$ cat src/rtl/membus_pkg.sv
package membus_pkg;

  // Source chosen for the data buffer at the next clock edge.
  typedef enum logic [1:0] {
    BUF_HOLD     = 2'd0,
    BUF_FROM_INT = 2'd1,
    BUF_FROM_MEM = 2'd2
  } buf_src_e;

  // Registered error flags.
  typedef struct packed {
    logic align;
    logic proto;
  } bus_err_t;

endpackage

$ cat src/rtl/mbi_addr_reg.sv
module mbi_addr_reg #(
  parameter int ADDR_W = 32
) (
  input  logic              clk,
  input  logic              rst,
  input  logic              load,
  input  logic [ADDR_W-1:0] d,
  output logic [ADDR_W-1:0] q
);

  always_ff @(posedge clk) begin
    if (rst) begin
      q <= '0;
    end else if (load) begin
      q <= d;
    end
  end

endmodule

$ cat src/rtl/mbi_access_ctrl.sv
module mbi_access_ctrl #(
  parameter int ALIGN_BITS = 2
) (
  input  logic                  clk,
  input  logic                  rst,
  input  logic                  req_rd,
  input  logic                  req_wr,
  input  logic [ALIGN_BITS-1:0] addr_low,
  output logic                  rd_stb,
  output logic                  wr_stb,
  output membus_pkg::bus_err_t  err
);

  logic aligned;
  logic conflict;
  logic any_req;

  assign aligned  = (addr_low == '0);
  assign conflict = req_rd & req_wr;
  assign any_req  = req_rd | req_wr;

  // Strobes go out in the request cycle so a single-cycle memory can answer.
  assign rd_stb = req_rd & ~req_wr & aligned;
  assign wr_stb = req_wr & ~req_rd & aligned;

  always_ff @(posedge clk) begin
    if (rst) begin
      err <= '0;
    end else begin
      err.align <= any_req & ~aligned;
      err.proto <= conflict;
    end
  end

endmodule

$ cat src/rtl/mbi_data_buf.sv
module mbi_data_buf #(
  parameter int DATA_W = 32,
  parameter int BYTE_W = 8
) (
  input  logic                 clk,
  input  logic                 rst,
  input  membus_pkg::buf_src_e src,
  input  logic [DATA_W-1:0]    int_d,
  input  logic [DATA_W-1:0]    mem_lanes,
  output logic [DATA_W-1:0]    q,
  output logic [DATA_W-1:0]    wr_lanes
);

  import membus_pkg::*;

  localparam int LANES = DATA_W / BYTE_W;

  logic [DATA_W-1:0] mem_word;

  // Big-endian lane mapping: lane 0 (lowest address) <-> most significant byte.
  for (genvar k = 0; k < LANES; k++) begin : g_lane
    assign mem_word[DATA_W-1-k*BYTE_W -: BYTE_W] = mem_lanes[k*BYTE_W +: BYTE_W];
    assign wr_lanes[k*BYTE_W +: BYTE_W]          = q[DATA_W-1-k*BYTE_W -: BYTE_W];
  end

  always_ff @(posedge clk) begin
    if (rst) begin
      q <= '0;
    end else begin
      case (src)
        BUF_FROM_INT: q <= int_d;
        BUF_FROM_MEM: q <= mem_word;
        default:      q <= q;
      endcase
    end
  end

endmodule

$ cat src/rtl/membus_if.sv
module membus_if #(
  parameter int DATA_W = 32,
  parameter int ADDR_W = 32,
  parameter int BYTE_W = 8
) (
  input  logic              clk,
  input  logic              rst,
  input  logic [DATA_W-1:0] int_bus_i,
  input  logic              ld_mar,
  input  logic              mar_out,
  input  logic              ld_mbr,
  input  logic              int2mbr,
  input  logic              mbr_out,
  input  logic              mem_rd,
  input  logic              mem_wr,
  input  logic [DATA_W-1:0] mem_rdata_i,
  output logic [ADDR_W-1:0] addr_o,
  output logic              addr_oe_o,
  output logic [DATA_W-1:0] int_bus_o,
  output logic              int_oe_o,
  output logic [DATA_W-1:0] mem_wdata_o,
  output logic              mem_wdata_oe_o,
  output logic              rd_stb_o,
  output logic              wr_stb_o,
  output logic              err_align_o,
  output logic              err_proto_o
);

  import membus_pkg::*;

  localparam int LANES      = DATA_W / BYTE_W;
  localparam int ALIGN_BITS = $clog2(LANES);

  logic [ADDR_W-1:0] mar_q;
  logic [DATA_W-1:0] mbr_q;
  logic              rd_stb;
  logic              wr_stb;
  bus_err_t          err;
  buf_src_e          buf_src;

  mbi_addr_reg #(.ADDR_W(ADDR_W)) u_mar (
    .clk  (clk),
    .rst  (rst),
    .load (ld_mar),
    .d    (int_bus_i[ADDR_W-1:0]),
    .q    (mar_q)
  );

  mbi_access_ctrl #(.ALIGN_BITS(ALIGN_BITS)) u_ctrl (
    .clk      (clk),
    .rst      (rst),
    .req_rd   (mem_rd),
    .req_wr   (mem_wr),
    .addr_low (mar_q[ALIGN_BITS-1:0]),
    .rd_stb   (rd_stb),
    .wr_stb   (wr_stb),
    .err      (err)
  );

  // Memory wins over the internal bus; a blocked read holds the buffer.
  always_comb begin
    buf_src = BUF_HOLD;
    if (ld_mbr) begin
      if (rd_stb) begin
        buf_src = BUF_FROM_MEM;
      end else if (int2mbr && !mem_rd) begin
        buf_src = BUF_FROM_INT;
      end
    end
  end

  mbi_data_buf #(.DATA_W(DATA_W), .BYTE_W(BYTE_W)) u_mbr (
    .clk       (clk),
    .rst       (rst),
    .src       (buf_src),
    .int_d     (int_bus_i),
    .mem_lanes (mem_rdata_i),
    .q         (mbr_q),
    .wr_lanes  (mem_wdata_o)
  );

  assign addr_o         = mar_q;
  assign addr_oe_o      = mar_out;
  assign int_bus_o      = mbr_q;
  assign int_oe_o       = mbr_out;
  assign mem_wdata_oe_o = wr_stb;
  assign rd_stb_o       = rd_stb;
  assign wr_stb_o       = wr_stb;
  assign err_align_o    = err.align;
  assign err_proto_o    = err.proto;

endmodule

$ cat config.mk
export PLATFORM = sky130hd
export DESIGN_NAME = membus_if
export DESIGN_NICKNAME = d
export VERILOG_FILES = /design/src/rtl/membus_pkg.sv /design/src/rtl/mbi_addr_reg.sv /design/src/rtl/mbi_access_ctrl.sv /design/src/rtl/mbi_data_buf.sv /design/src/rtl/membus_if.sv
export SDC_FILE = /design/constraint.sdc
export NUM_CORES = 1
export LEC_CHECK = 0
export ABC_AREA = 1
export BUFFER_PORTS_ARGS = -buffer_cell sky130_fd_sc_hd__buf_2
export CAP_MARGIN = 20
export CORE_MARGIN = 2
export CORE_UTILIZATION = 46
export DETAILED_ROUTE_END_ITERATION = 8
export GPL_ROUTABILITY_DRIVEN = 0
export PLACE_DENSITY = 0.81
export SETUP_SLACK_MARGIN = 0.05
export SLEW_MARGIN = 20
export SYNTH_ARGS = -nofsm -noshare
export SYNTH_HDL_FRONTEND = slang
export SYNTH_HIERARCHICAL = 1
export SYNTH_SLANG_ARGS = --single-unit
export TNS_END_PERCENT = 50
$ cat constraint.sdc
create_clock -name clk -period 1.75 [get_ports clk]
set_input_delay 0.0875 -clock clk [delete_from_list [all_inputs] [get_ports clk]]
set_output_delay 0.0875 -clock clk [all_outputs]
set_load 0.02 [all_outputs]
==> results.json <==
{
  "clock_sinks": 66,
  "syn_to_final_growth_pct": 30.65,
  "antenna_found_initial": 0,
  "ys_seq_area_share_pct": 39.00,
  "pwr_density_cell_nw_per_um2": 930.5,
  "hp-class": "input port to register",
  "switching_share_pct": 29.61,
  "seqPwrFrac_pct": 41.0,
  "grt_overflow": 0,
  "max_freq_ghz": 0.6110,
  "core_um2": 7176,
  "p_leak_nw": 2.597,
  "tightest_slew_ns": 0.5129,
  "tns_ns": 0,
  "status": "finished, final reports clean",
  "synth_commonest_cells": "nor2_1, nand2_1, inv_1",
  "worst-endpoint-required_ns": 1.97,
  "min_period_ns": 1.637,
  "ys_types": 14,
  "cp.arrival_ns": 1.85,
  "hold_ws_ns": 0.03463,
  "syn-num-nets": 609,
  "layout-drive-gt1-share_pct": 30.96,
  "viasPerCell": 4.447,
  "drc": 0,
  "syn_area_um2": 3388,
  "synth_ff_type": "dfxtp_1",
  "relSlewSlack_pct": 65.76,
  "synth.largest_area_cell": "dfxtp_1",
  "setup_violations": 0,
  "fin_skew_ns": 0.01237,
  "cts_tree": "done",
  "end_kind": "register",
  "stdcell_area_um2": 4427,
  "cts_inserted_buffers": 9,
  "die_h_um": 89.83,
  "dpl.cell_count": 750,
  "initial_core_util_pct": 47.22,
  "drtIter0Drc": 93,
  "power_switching_mw": 1.220,
  "finalCritPeriodShare_pct": 93.52,
  "die_w_um": 89.83,
  "synth_most_common_cell": "nor2_1",
  "routed_wl_mm": 8.751,
  "synth_edf_count": 0,
  "vias": 3442,
  "routedWlPerCell_um": 11.31,
  "n_fill_cell": 668,
  "p_int_mw": 2.900,
  "hpwlAfterDp_mm": 5.743,
  "power_frac_comb_pct": 22.9,
  "drv_slew": 0,
  "final_cell_count_no_fill": 774,
  "grt_pass1_vias": 3138,
  "drtAntennaViolNets": 0,
  "netlist.area_leader.share_pct": 39.00,
  "syn_avg_cell_area_um2": 6.333,
  "grt_max_degree": 65,
  "start_kind": "register",
  "row_count": 31,
  "clk_latency_ns": 0.33,
  "clockBufferDepth": 2,
  "cp_max_fo": 12,
  "grtUsageTotal_pct": 20.78,
  "ys_ff_latch": 66,
  "utilization_pct": 61.69,
  "peakVddDrop_mv": 0.3929,
  "cap_violations": 0,
  "htree_levels": 3,
  "clockPowerShare_pct": 36.1,
  "hold_violations": 0,
  "syn_inst": 535,
  "critPathKind": "register to register",
  "clockRootBuffer": "clkbuf_8",
  "first_pass_iters": 5,
  "rsz0062_at_grt": "true",
  "n_antenna_cell": 0,
  "clk_pin_slew_ns": 0.08,
  "yosysWarnings": 6,
  "portBuffers": 171,
  "async_flop_share_pct": 0,
  "placed_area_um2": 3999,
  "synth_area_leaders": "dfxtp_1, nor2_1, nand2_1",
  "grt_pass1_wl_mm": 13.97,
  "nets": 744,
  "dieArea_um2": 8069,
  "io_pins": 176
}
## flip-flops by register name, indices dropped and copies added (netlist names)
register	count
u_mbr/q	32
u_ctrl/err	2
u_mar/q	32
## critical path: stages, from the launching register on
cell       delay, ns
dfxtp_4         0.37
nor2_4          0.04
inv_2           0.07
nor2_4          0.04
inv_1           0.04
nand2_1         0.04
nor2_1          0.08
inv_1           0.07
ha_4            0.30
clkinv_8        0.10
clkbuf_16       0.18
o21ai_0         0.15
nor2_1          0.06
## final timing paths
path          startpoint            end  slack (ns)  cells after the start
max           u_mar/q[0]    u_mbr/q[20]        0.11                     12
min               mem_rd  u_ctrl/err[0]        0.03                      3
max reg2reg   u_mar/q[0]    u_mbr/q[20]        0.11                     12
min reg2reg  u_mar/q[18]    u_mar/q[18]        0.47                      2
## power by group through the flow
stage	Combinational (mW)	Sequential, mW	Clock, mW
2_1_floorplan	0.500	1.86	0
3_3_place_gp	0.848	1.71	0
3_5_place_dp	0.862	1.72	0
4_1_cts	0.883	1.69	1.52
5_1_grt	1.03	1.70	1.59
6_report	0.942	1.69	1.49
## final cells by class
type                    instances  area [um2]  share of cell area [%]
flip-flops and latches         66        1326                   29.96
multi-input cells             333        1334                   30.13
repair buffers                185        1111                   25.10
clock buffers                  12       165.2                   3.731
inverters                      75       294.0                   6.642
well taps                      99       123.9                   2.798
clock inverters                 4       72.57                   1.639
## kinds of logic after synthesis
logic type,share of synthesized area [%]
DFF,39.00
buffers and inverters,22.38
and+or+nand+nor,33.38
AOI/OAI and AO/OA,4.874
adders and majority gates,0.3692
## layout by cell type (no fill, tap or decap), drive strengths merged, types with 2 or more instances in the layout
cell,instances
buf,180
bufinv,2
clkbuf,16
clkinv,3
dfxtp,66
inv,73
nand2,133
nor2,165
o21ai,33
## metal layers
metal,global-route usage [%],vias to the layer above,share of wire [%]
met1,24.03,1493,42
met3,5.616,14,8.4
li1,-,1786,-
met5,0,-,0
met4,8.333,0,1.6
met2,36.49,149,48
## through the flow
stage	setup slack, ns	power, mW
final	0.1133	4.119
after global routing	0.02810	4.330
after CTS	0.03009	4.093
after detailed placement	0.02638	2.582
after global placement	0.1253	2.562
after floorplan	0.06262	2.355
## what timing repair did
item	4_1_cts	5_1_grt
hold buffers	1	0
pin swaps	0	2
hold endpoints to repair	1	0
gates cloned	1	5
gates resized for setup	3	31
endpoints found under the setup margin	15	32
setup buffers	0	1
Power figures use the tool's default switching activity.
